[src/rtl/int_alu_flags.sv]
module int_alu_flags #(
  parameter int W = 32,
  parameter int IW = 4
) (
  input  logic          clk,
  input  logic          rst_n,
  input  logic          op_valid,
  input  logic [7:0]    opcode,
  input  logic [W-1:0]  ri_val,
  input  logic [W-1:0]  rj_val,
  input  logic [IW-1:0] imm4,
  output logic [W-1:0]  res,
  output logic          res_we,
  output logic          illegal,
  output logic [3:0]    nzvc
);

  localparam logic [7:0] OP_ADD   = 8'hA6, OP_ADDI  = 8'hA4, OP_ADDM  = 8'hA5;
  localparam logic [7:0] OP_ADDC  = 8'hA7;
  localparam logic [7:0] OP_ADDN  = 8'hA2, OP_ADDNI = 8'hA0, OP_ADDNM = 8'hA1;
  localparam logic [7:0] OP_SUB   = 8'hAC, OP_SUBC  = 8'hAD, OP_SUBN  = 8'hAE;
  localparam logic [7:0] OP_CMP   = 8'hAA, OP_CMPI  = 8'hA8, OP_CMPM  = 8'hA9;
  localparam logic [7:0] OP_AND   = 8'h82, OP_OR    = 8'h92, OP_XOR   = 8'h9A;

  typedef enum logic [2:0] {K_ADD, K_SUB, K_AND, K_OR, K_XOR} kind_t;
  typedef enum logic [1:0] {F_NONE, F_NZ, F_ALL} fmode_t;
  typedef enum logic [1:0] {B_REG, B_ZEXT, B_MEXT} bsel_t;

  kind_t      kind;
  fmode_t     fmode;
  bsel_t      bsel;
  logic       use_cin, wr, bad;
  logic [W-1:0] opb;
  logic [W:0]   sum, dif;
  logic         v_add, v_sub, n_f, z_f, v_f, c_f;

  always_comb begin
    kind = K_ADD; fmode = F_NONE; bsel = B_REG; use_cin = 1'b0; wr = 1'b0; bad = 1'b0;
    case (opcode)
      OP_ADD:   begin fmode = F_ALL; wr = 1'b1; end
      OP_ADDI:  begin fmode = F_ALL; wr = 1'b1; bsel = B_ZEXT; end
      OP_ADDM:  begin fmode = F_ALL; wr = 1'b1; bsel = B_MEXT; end
      OP_ADDC:  begin fmode = F_ALL; wr = 1'b1; use_cin = 1'b1; end
      OP_ADDN:  wr = 1'b1;
      OP_ADDNI: begin wr = 1'b1; bsel = B_ZEXT; end
      OP_ADDNM: begin wr = 1'b1; bsel = B_MEXT; end
      OP_SUB:   begin kind = K_SUB; fmode = F_ALL; wr = 1'b1; end
      OP_SUBC:  begin kind = K_SUB; fmode = F_ALL; wr = 1'b1; use_cin = 1'b1; end
      OP_SUBN:  begin kind = K_SUB; wr = 1'b1; end
      OP_CMP:   begin kind = K_SUB; fmode = F_ALL; end
      OP_CMPI:  begin kind = K_SUB; fmode = F_ALL; bsel = B_ZEXT; end
      OP_CMPM:  begin kind = K_SUB; fmode = F_ALL; bsel = B_MEXT; end
      OP_AND:   begin kind = K_AND; fmode = F_NZ; wr = 1'b1; end
      OP_OR:    begin kind = K_OR;  fmode = F_NZ; wr = 1'b1; end
      OP_XOR:   begin kind = K_XOR; fmode = F_NZ; wr = 1'b1; end
      default:  bad = 1'b1;
    endcase
  end

  always_comb
    case (bsel)
      B_ZEXT:  opb = {{(W-IW){1'b0}}, imm4};
      B_MEXT:  opb = {{(W-IW){1'b1}}, imm4};
      default: opb = rj_val;
    endcase

  wire cin = use_cin & nzvc[0];

  assign sum = {1'b0, ri_val} + {1'b0, opb} + {{W{1'b0}}, cin};
  assign dif = {1'b0, ri_val} - {1'b0, opb} - {{W{1'b0}}, cin};

  assign v_add = (ri_val[W-1] == opb[W-1]) && (sum[W-1] != ri_val[W-1]);
  assign v_sub = (ri_val[W-1] != opb[W-1]) && (dif[W-1] != ri_val[W-1]);

  always_comb
    case (kind)
      K_ADD:   res = sum[W-1:0];
      K_SUB:   res = dif[W-1:0];
      K_AND:   res = ri_val & rj_val;
      K_OR:    res = ri_val | rj_val;
      K_XOR:   res = ri_val ^ rj_val;
      default: res = '0;
    endcase

  assign n_f = res[W-1];
  assign z_f = (res == '0);
  assign v_f = (kind == K_SUB) ? v_sub : v_add;
  assign c_f = (kind == K_SUB) ? dif[W] : sum[W];

  assign res_we  = op_valid & wr & ~bad;
  assign illegal = op_valid & bad;

  always_ff @(posedge clk)
    if (!rst_n)
      nzvc <= 4'b0000;
    else if (op_valid && !bad)
      case (fmode)
        F_ALL:   nzvc <= {n_f, z_f, v_f, c_f};
        F_NZ:    nzvc <= {n_f, z_f, nzvc[1:0]};
        default: nzvc <= nzvc;
      endcase

  AST_IDLE_HOLD: assert property (@(posedge clk) disable iff (!rst_n) !op_valid |=> $stable(nzvc));
  AST_QUIET_ADD: assert property (@(posedge clk) disable iff (!rst_n)
    op_valid && (opcode == OP_ADDN || opcode == OP_ADDNI || opcode == OP_ADDNM || opcode == OP_SUBN) |=> $stable(nzvc));
  AST_CMP_NOWRITE: assert property (@(posedge clk) disable iff (!rst_n)
    op_valid && (opcode == OP_CMP || opcode == OP_CMPI || opcode == OP_CMPM) |-> !res_we);
  AST_LOGIC_KEEP_VC: assert property (@(posedge clk) disable iff (!rst_n)
    op_valid && (opcode == OP_AND || opcode == OP_OR || opcode == OP_XOR) |=> nzvc[1:0] == $past(nzvc[1:0]));
  AST_ILLEGAL_QUIET: assert property (@(posedge clk) disable iff (!rst_n)
    illegal |-> !res_we);
  AST_ILLEGAL_HOLD: assert property (@(posedge clk) disable iff (!rst_n)
    illegal |=> $stable(nzvc));
  AST_ZERO_FLAG: assert property (@(posedge clk) disable iff (!rst_n)
    op_valid && !bad && fmode != F_NONE |=> nzvc[2] == ($past(res) == '0));
  AST_NEG_FLAG: assert property (@(posedge clk) disable iff (!rst_n)
    op_valid && !bad && fmode != F_NONE |=> nzvc[3] == $past(res[W-1]));

endmodule

[config.mk]
export PLATFORM = sky130hd
export DESIGN_NAME = int_alu_flags
export DESIGN_NICKNAME = d
export VERILOG_FILES = /design/src/rtl/int_alu_flags.sv
export SDC_FILE = /design/constraint.sdc
export NUM_CORES = 1
export LEC_CHECK = 0
export BUFFER_PORTS_ARGS = -buffer_cell sky130_fd_sc_hd__buf_2
export CAP_MARGIN = 40
export CORE_MARGIN = 2
export CORE_UTILIZATION = 38
export CTS_CLUSTER_SIZE = 14
export DETAILED_ROUTE_END_ITERATION = 10
export PLACE_DENSITY_LB_ADDON = 0.2
export SYNTH_ARGS = -nofsm -noshare
export SYNTH_HDL_FRONTEND = slang
export SYNTH_SLANG_ARGS = --single-unit
[constraint.sdc]
create_clock -name clk -period 6.6 [get_ports clk]
set_clock_uncertainty 0.15 [all_clocks]
set_input_delay 0.33 -clock clk [delete_from_list [all_inputs] [get_ports clk]]
set_output_delay 0.33 -clock clk [all_outputs]
set_load 0.1 [all_outputs]
Word-level counts from Yosys, hierarchy flattened
Index checks and enable logic that the tools add are counted.
W data, S select, Z words.
- $add $sub $neg: 4
- eq/ne operators: 28
- mux-type cells: 11
- bitwise gates (word level): 8
- reductions and logical operators: 16
- operators by type and width (kind ; count):
    $pmux W32 S5 ; 1
    $eq A8 B8 Y1 const B ; 16
    $pmux W32 S2 ; 1
    $add A32 B32 Y33 ; 1
    $add A33 B1 Y33 ; 1
    $sub A32 B32 Y33 ; 1
    $sub A33 B1 Y33 ; 1
    $and A32 B32 Y32 ; 1
    $logic_not A32 Y1 ; 1
    $or A32 B32 Y32 ; 1
    $xor A32 B32 Y32 ; 1
    $reduce_or A16 Y1 ; 1
    $reduce_or A13 Y1 ; 1
    $pmux W3 S4 ; 1
    $reduce_or A3 Y1 ; 3
    $reduce_or A9 Y1 ; 1
    $pmux W2 S2 ; 2
    $pmux W4 S2 ; 1
    $eq A3 B2 Y1 const B ; 2
    $reduce_or A6 Y1 ; 1
    $mux W1 ; 5
    $and A1 B1 Y1 ; 4
    $eq A2 B1 Y1 const B ; 2
    $eq A2 B2 Y1 const B ; 2
    11 further kinds ; 15
- flip-flop bits (word level): 4
- bits of input ports: 79
- output and inout bits: 38
- word-level logic and storage cells: 69

Depth between registers and ports, before layout
Gate-level depths: netlist (run 1).
- depth in word-level cells: 11
- mapped depth: 29
- gate-level depth less buffers: 24

Worst setup path before layout (run 1)
Ideal clock, no wire load.
- path kind: input port to flip-flop
- from: input port opcode[3]
- to: register nzvc[2]
- library setup time: 0.154 ns
- arrival time: 7.814 ns
- required time: 6.296 ns
- slack: -1.517 ns
- cell stages on the path: 26
- path buffers: 5
- cell sequence: clkbuf_1 > clkbuf_1 > clkbuf_1 > clkbuf_1 > a21oi_1 > and3_1 > ha_1 > clkbuf_1 > o21ai_0 > inv_1 > fa_1 > inv_1 > ha_1 > or2_2 > fa_1 > nor3b_1 > o211ai_1 > a21boi_1 > o31ai_2 > a311oi_1 > o21ai_0 > xnor2_1 > o21ai_0 > a211oi_1 > nand4_1 > o21ai_1
- longest elaborated chain between the ends: 10
- elaborated cells on any way between the ends: 48
- classes of those cells: 4 x add/sub; 24 x eq/ne; 7 x mux; 1 x bitwise; 12 x reduce/logical
- ends and longest elaborated chain (item ; line ; source):
    start, declared ; 8 ; input logic [7:0] opcode,
    $eq A8 B8 Y1 ; 39 ; case (opcode)
    $reduce_or A3 Y1 (no line) ; n/a ;
    $pmux W2 S2 ; 39 ;
    $eq A2 B2 Y1 or $eq A2 B1 Y1 (tied branches) ; 61 ; case (bsel)
    $pmux W32 S2 ; 61 ;
    $sub A32 B32 Y33 or $add A32 B32 Y33 (tied branches) ; 70, 69 ;
    $sub A33 B1 Y33 or $add A33 B1 Y33 (tied branches) ; 70, 69 ;
    $pmux W32 S5 * ; 76 ; case (kind)
    net res[30] ; 12 ; output logic [W-1:0] res,
    $logic_not A32 Y1 * ; 86 ; assign z_f = (res == '0);
    $pmux W4 S2 * ; 97 ; case (fmode)
    end signal, assigned ; 98 ; F_ALL: nzvc <= {n_f, z_f, v_f, c_f};
    end signal, assigned ; 99 ; F_NZ: nzvc <= {n_f, z_f, nzvc[1:0]};
    end signal, assigned ; 100 ; default: nzvc <= nzvc;
    end, declared ; 15 ; output logic [3:0] nzvc
Mark *: on every way through the listed nets, which the timed path passes. The rest lies on a longest branch. The select of a mux whose other input is x is not followed.
A chain may end at the register's enable or synchronous reset.

Final worst setup path (run 1)
- from: input port opcode[4]
- to: output port res[30]
- longest elaborated chain between the ends: 8
- elaborated cells on any way between the ends: 35
- classes of those cells: 4 x add/sub; 20 x eq/ne; 5 x mux; 1 x bitwise; 5 x reduce/logical
- ends and longest elaborated chain (item ; line):
    $eq A8 B8 Y1 ; 39
    $reduce_or A3 Y1 (no line) ; n/a
    $pmux W2 S2 ; 39
    $eq A2 B2 Y1 or $eq A2 B1 Y1 (tied branches) ; 61
    $pmux W32 S2 ; 61
    $sub A32 B32 Y33 or $add A32 B32 Y33 (tied branches) ; 70, 69
    $sub A33 B1 Y33 or $add A33 B1 Y33 (tied branches) ; 70, 69
    $pmux W32 S5 * ; 76
    end, declared ; 12
Mark *: on every way between the ends. The rest lies on a longest branch, timed or not.

==> summary.txt, run 1 <==
Critical path
  • Origin of the critical flop-to-flop path: nzvc[0]
  • Worst EP required: 6120 ps
  • Worst EP arrival: 5740 ps
  • CP Capture Type: output pin
  • CP endpoint: res[30]
  • Crit path from: opcode[4]
  • Critical path class: input port to output pin
  • R2R Path End: nzvc[2]
  • CP Launch Type: input port
  • Worst R2R Path Depth: 18
  • CP Max Fanout: 8
  • R2r setup slk: 1530 ps

Timing
  • Period utilisation layout: 94.2%
  • Hold WS: 254 ps
  • Final hold vios: 0
  • Fmax: 161 MHz
  • RSZ-0062 raised after global routing: false
  • Endpoints failing setup: 0
  • Final Max Tran Viols: 0
  • Tmin final: 6220 ps
  • Slew HR: 46.7%
  • Worst-Margin Slew: 799 ps

Global routing
  • Global-route wire length before repair: 39.9 mm
  • Grt total ovfl: 0
  • Initial antenna violation count: 2
  • Gr usage total: 24.2%
  • Largest net degree at the start of global routing: 60
  • Vias in the first global route: 7692

Final layout
  • Final #Nets: 1429
  • Top reg by flops: nzvc
  • Util after Layout: 46.0%
  • Regs by FF count: nzvc (4)
  • Layout cells sized above 1: 14.2%
  • Final Non-Filler Cells: 1419
  • Layout Area Growth over Synthesis: 19.0%
  • Max reg flops: 4

Synthesis
  • Yosys Warn Count: 0
  • #FFs+latches synth: 4
  • Post-synth top area cell: ha_1
  • Avg Inst Size Synth: 6.62 um^2
  • Post-Synthesis Net Count: 1336
  • Top cell type's share of synthesized area: 27.7%
  • EDFF count, synth: 0
  • Synth cell count leaders: 165 x nand2_1, 160 x ha_1, 149 x inv_1
  • Cells after synthesis: 1093
  • Ys async rst share: 0%
  • Mapped cell area: 7230 um^2
  • Top-count cell post-synth: nand2_1
  • Top_reg_cell synth: dfxtp_1
  • Largest cells by area after synthesis: ha_1 28%, nand2_1 8.6%, inv_1 7.7%
  • Synth cell types: 80
  • Sequential area share after synthesis: 1.11%

Power
  • Leak pwr: 0.00433 uW
  • Total design power: 1450 uW
  • Pwr Density: 169 nW/um^2
  • Maximum VDD drop: 0.135 mV

Route
  • Via count: 7999
  • Max layer used: met5
  • # DRC: 0
  • Initial DRC count: 712
  • DRT Pass-1 Iters: 5
  • Routed len/inst: 17.3 um
  • Wire length on met1: 12.0 mm
  • Routed wl met3: 1.71 mm
  • Vias/cell: 5.64
  • Routed met2 length: 10.5 mm
  • Number of routed nets with antenna violations: 0
  • Routed Wire Length: 24.6 mm

Clocking
  • Clk slew on worst S/H paths: 30 ps
  • # resized after CTS: 0
  • Sink Count: 4
  • Cts hold-fix bufs: 0
  • H-tree Lvls: 1
  • CTS buffer count: 3
  • CTS Buffer Depth: 2
  • Clk_lat worst skew: 230 ps
  • Root Buffer: clkbuf_16
  • CTS tree: done
  • Setup Fix Bufs, Post-CTS: 0

Placement
  • Detailed placer's ending HPWL: 20.3 mm
  • Dpl cells: 1415
  • GPL Wtd Cong: 0.986
  • Port bufs: 116

Floorplan
  • Total die area: 20200 um^2
  • Die Wd: 142 um
  • Row count: 50
  • Initial Util: 38.7%
  • Core box area: 18700 um^2
  • Die Height: 142 um
  • Ports: 117

Job
  • Max cap viols: 0

Hold path
  • Hold Crit Class: input port to register
  • Hold path depth: 2

Run status
  • Status: completed
[cell usage in the layout, fill, tap and decap left out, types with 7 or more instances in the layout]
cell	count
o21ai_1	9
a22oi_1	12
o31ai_1	10
mux2i_1	18
buf_12	28
nand2_1	165
a21o_1	14
nor3_1	13
and3_1	10
a211oi_1	14
xnor2_1	33
o211ai_1	12
xor2_1	14
a21oi_1	81
buf_2	88
nor2_1	70
nor2b_1	11
o21ai_0	70
nor4_1	10
o21a_1	7
ha_1	160
buf_4	17
nand4_1	9
o221ai_1	10
nand3_1	21
inv_1	149
[how the worst min path moves through the flow]
stage,startpoint,end
2_1_floorplan,rst_n,nzvc[3]
3_3_place_gp,nzvc[1],nzvc[1]
3_5_place_dp,nzvc[1],nzvc[1]
4_1_cts,rst_n,nzvc[3]
5_1_grt,rst_n,nzvc[3]
6_report,rst_n,nzvc[3]
[final cells by class]
class                   instances  area [um^2]
multi-input cells             893         6450
inverters                     150          563
repair buffers                134         1140
well taps                     234          293
fillers                      1934        10100
clock buffers                   3         75.1
flip-flops and latches          4         80.1
diodes                          1         2.50
[per-stage QoR]
stage	setup TNS, ps	area [um^2]	setup slack (ps)
after floorplan	-67.2	7300	-67.2
after global placement	0	8520	518
after detailed placement	0	8530	489
after CTS	0	8610	502
after global routing	0	8610	14.2
final	0	8610	384
[where the power goes]
part / total [uW] / leakage (uW) / internal [uW] / switching [uW]
Sequential: 24.4 / 0.0000322 / 24.4 / 0.0185
Clock: 97.5 / 0.0000370 / 77.7 / 19.8
Combinational: 1330 / 0.00426 / 461 / 868
[kinds of logic (layout without fill, tap and decap cells)]
kind of cell / Yosys count / count (layout) / share of synthesized area (%)
AOI/OAI and AO/OA: 312 / 312 / 28.6
xor gates and xnor gates: 47 / 47 / 5.69
adders and majority gates: 165 / 165 / 28.9
buffers and inverters: 196 / 287 / 10.3
DFF: 4 / 4 / 1.11
muxes: 18 / 18 / 2.49
other: 0 / 1 / 0
and+or+nand+nor: 351 / 351 / 22.9
[metal layers]
metal  up-vias  track usage (%)
met5         -                0
li1       3998                -
met4         2             3.00
met2       311             38.4
met1      3662             35.6
met3        26             3.23
[worst max-delay path, stage by stage]
cell      delay [ps]
buf_2            110
nor4bb_1         340
nand2_1           70
or2_2            290
ha_1             440
nand2_1          100
o21ai_2           90
inv_1             70
fa_1             520
inv_1             50
ha_1             180
or2_2            300
fa_2             380
nor3b_2          210
o211ai_1         210
a21boi_1         250
o31ai_2          190
a311oi_1         650
o21ai_0          280
xnor2_1          200
o21ai_2          250
buf_12           210
No activity file was read; power rests on OpenSTA's default activity.
==> inputs of run 2 (changes only) <==
--- a/config.mk
+++ b/config.mk
@@ -7,6 +7,8 @@
 export LEC_CHECK = 0
 export BUFFER_PORTS_ARGS = -buffer_cell sky130_fd_sc_hd__buf_2
 export CAP_MARGIN = 40
+export CELL_PAD_IN_SITES_DETAIL_PLACEMENT = 1
+export CELL_PAD_IN_SITES_GLOBAL_PLACEMENT = 1
 export CORE_MARGIN = 2
 export CORE_UTILIZATION = 38
 export CTS_CLUSTER_SIZE = 14
==> constraint.sdc (replaced) <==
create_clock -name clk -period 5.7 [get_ports clk]
set_clock_uncertainty 0.15 [all_clocks]
set_input_delay 0.285 -clock clk [delete_from_list [all_inputs] [get_ports clk]]
set_output_delay 0.285 -clock clk [all_outputs]
set_load 0.1 [all_outputs]
==> run 2 against run 1 <==
Compared with the run above: combinational power grew 24%; largest power group unchanged; global-route usage grew 3.4 points; utilization grew 2.5 points; sequential power grew 16%; die area is the same; count of clock-buffer cells in the layout is the same; via count grew 4.3%; sequential share of layout area is essentially flat.
==> summary.txt, run 2 (synthesized netlist as in run 1, its figures left out) <==
Clocking
  • CTS Buffer Depth: 2 (unchanged)
  • CTS buffer count: 3 (unchanged)
  • CTS tree: done
  • Sink Count: 4 (unchanged)
  • Clk slew on worst S/H paths: 40 ps (about the same)
  • Setup Fix Bufs, Post-CTS: 0 (unchanged)
  • H-tree Lvls: 1 (unchanged)
  • Clk_lat worst skew: 230 ps (about the same)
  • Cts hold-fix bufs: 0 (unchanged)
  • Root Buffer: clkbuf_16

Final layout
  • Most common cell after layout, fill and taps aside: nand2_1
  • Layout Area Growth over Synthesis: 25.5%
  • Util after Layout: 48.5% (+2.5 points)
  • Commonest non-fill, non-tap cells in the layout: 163 x nand2_1, 157 x ha_1, 148 x inv_1, 87 x buf_2, 79 x a21oi_1
  • Regs by FF count: nzvc (4)
  • Layout cells sized above 1: 18.8% (+4.6 points)
  • Final Non-Filler Cells: 1458 (+2.7%)
  • Top reg by flops: nzvc
  • Max reg flops: 4 (unchanged)
  • Final #Nets: 1468 (+2.7%)

Floorplan
  • Die Wd: 142 um (unchanged)
  • Total die area: 20200 um^2 (unchanged)
  • Core box area: 18700 um^2 (unchanged)
  • Ports: 117 (unchanged)
  • Initial Util: 38.7% (unchanged)
  • Row count: 50 (unchanged)
  • Die Height: 142 um (unchanged)

Critical path
  • CP Launch Type: input port
  • Delay of the slowest critical-path stage: 550 ps (-100 ps)
  • CP top delay family: simple AND/OR/NAND/NOR gates
  • Crit path from: opcode[4]
  • Worst EP arrival: 5470 ps (-270 ps)
  • CP Depth: 25 (+14%)
  • Critical path class: input port to register
  • CP endpoint: nzvc[2]
  • CP Max Fanout: 4 (-4)
  • Critical-path top delay cell: fa_1
  • CP Capture Type: register
  • Origin of the critical flop-to-flop path: nzvc[0]
  • Cell repeated most along the worst path: inv_1
  • Worst EP required: 5720 ps (-400 ps)
  • Worst R2R Path Depth: 18 (unchanged)
  • WP buf/inv: 4 (unchanged)
  • R2r setup slk: 1020 ps (-510 ps)
  • R2R Path End: nzvc[2]

Route
  • Number of routed nets with antenna violations: 0 (unchanged)
  • Routed Wire Length: 27.9 mm (+13%)
  • # DRC: 0 (unchanged)
  • Vias/cell: 5.72 (+1.5%)
  • Routed len/inst: 19.1 um (+10%)
  • Initial DRC count: 376 (-47%)
  • Via count: 8342 (+4.3%)
  • DRT Pass-1 Iters: 5 (unchanged)

Placement
  • Port bufs: 116 (unchanged)
  • GPL Wtd Cong: 0.902 (-8.6%)
  • Detailed placer's ending HPWL: 22.9 mm (+13%)
  • Dpl cells: 1454 (+2.8%)

Timing
  • Slew HR: 39.8% (-7.0 points)
  • Endpoints failing setup: 0 (unchanged)
  • Period utilisation layout: 95.6%
  • Final hold vios: 0 (unchanged)
  • Final Max Tran Viols: 0 (unchanged)
  • Fmax: 184 MHz
  • Tmin final: 5450 ps
  • RSZ-0062 raised after global routing: true
  • Worst-Margin Slew: 901 ps (+102 ps)

Power
  • Total design power: 1790 uW (+24%)
  • Leak pwr: 0.00455 uW (+5.0%)
  • Pwr Density: 197 nW/um^2 (+17%)
  • Maximum VDD drop: 0.119 mV (-12%)

Global routing
  • Grt total ovfl: 0 (unchanged)
  • Gr usage total: 27.6% (+3.4 points)
  • Vias in the first global route: 8597 (+12%)
  • Initial antenna violation count: 1 (-1)
  • Largest net degree at the start of global routing: 60 (unchanged)
  • Global-route wire length before repair: 44.8 mm (+12%)

Run status
  • Status: completed

Hold path
  • Hold Crit Class: input port to register

Job
  • Max cap viols: 0 (unchanged)
-- run 2: changes by cell type in the layout (fill, tap and decap cells not counted), moves of 3 or more --
cell	before	now
o21ai_0	70	67
nor4_1	10	7
nor4_2	2	5
buf_12	28	31
buf_4	17	55
o221ai_1	10	7
ha_1	160	157
o221ai_2	3	6
-- run 2: how the worst min path moves through the flow --
| stage | cells past startpoint | from | endpoint |
|---|---|---|---|
| floorplan | 1 | rst_n | nzvc[3] |
| global placement | 2 | nzvc[1] | nzvc[1] |
| detailed placement | 2 | nzvc[1] | nzvc[1] |
| CTS | 3 | rst_n | nzvc[0] |
| global route | 2 | rst_n | nzvc[3] |
| finish | 3 | rst_n | nzvc[0] |
-- run 2: power breakdown --
part	leakage [uW]	internal [uW]	total (uW)	switching, uW
Sequential	0.0000322	28.2	28.2	0.0185
Clock	0.0000370	90.5	118	27.8
Combinational	0.00448	593	1650	1050
-- run 2: area by class of cell --
cell class / instances / area [um^2]
Antenna cell: 1 / 2.50
Clock buffer: 3 / 75.1
Fill cell: 2484 / 9620
Inverter: 150 / 563
Multi-Input combinational cell: 893 / 6600
Sequential cell: 4 / 80.1
Tap cell: 234 / 293
Timing Repair Buffer: 173 / 1470
-- run 2: metal layers --
layer	part of all wire [%]	up-vias	global-route usage [%]
li1	-	4084	-
met1	47	4014	36.7
met2	47	198	48.5
met3	4.0	46	2.52
met4	2.2	0	5.89
met5	0	-	0
-- run 2: what timing repair did --
| item | 4_1_cts | 5_1_grt |
|---|---|---|
| pin swaps | 0 | 0 |
| gates resized for setup | 1 | 8 |
| endpoints found under the setup margin | 1 | 10 |
-- run 2: worst reg2reg max path: stages (launching register included) --
cell and delay (ps):
dfxtp_1 390, and3_1 180, nand3_1 120, fa_1 550, inv_1 60, ha_2 170
or2_4 250, fa_2 380, nor3b_2 200, o211ai_1 200, a21bo_2 300, nand3_1 80
and2_1 160, xor2_1 180, o211ai_1 230, nand4bb_1 380, nor4_2 380, nand4_1 140
o21ai_1 130
-- run 2: metrics by stage --
stage	hold slack, ps	setup TNS [ps]	setup slack, ps	instance area (um^2)
after floorplan	266	-1470	-628	7470
after global placement	303	0	45.0	8950
after detailed placement	304	-118	-84.9	8950
after CTS	213	0	107	9040
after global routing	220	-43.4	-43.4	9080
final	211	0	253	9080
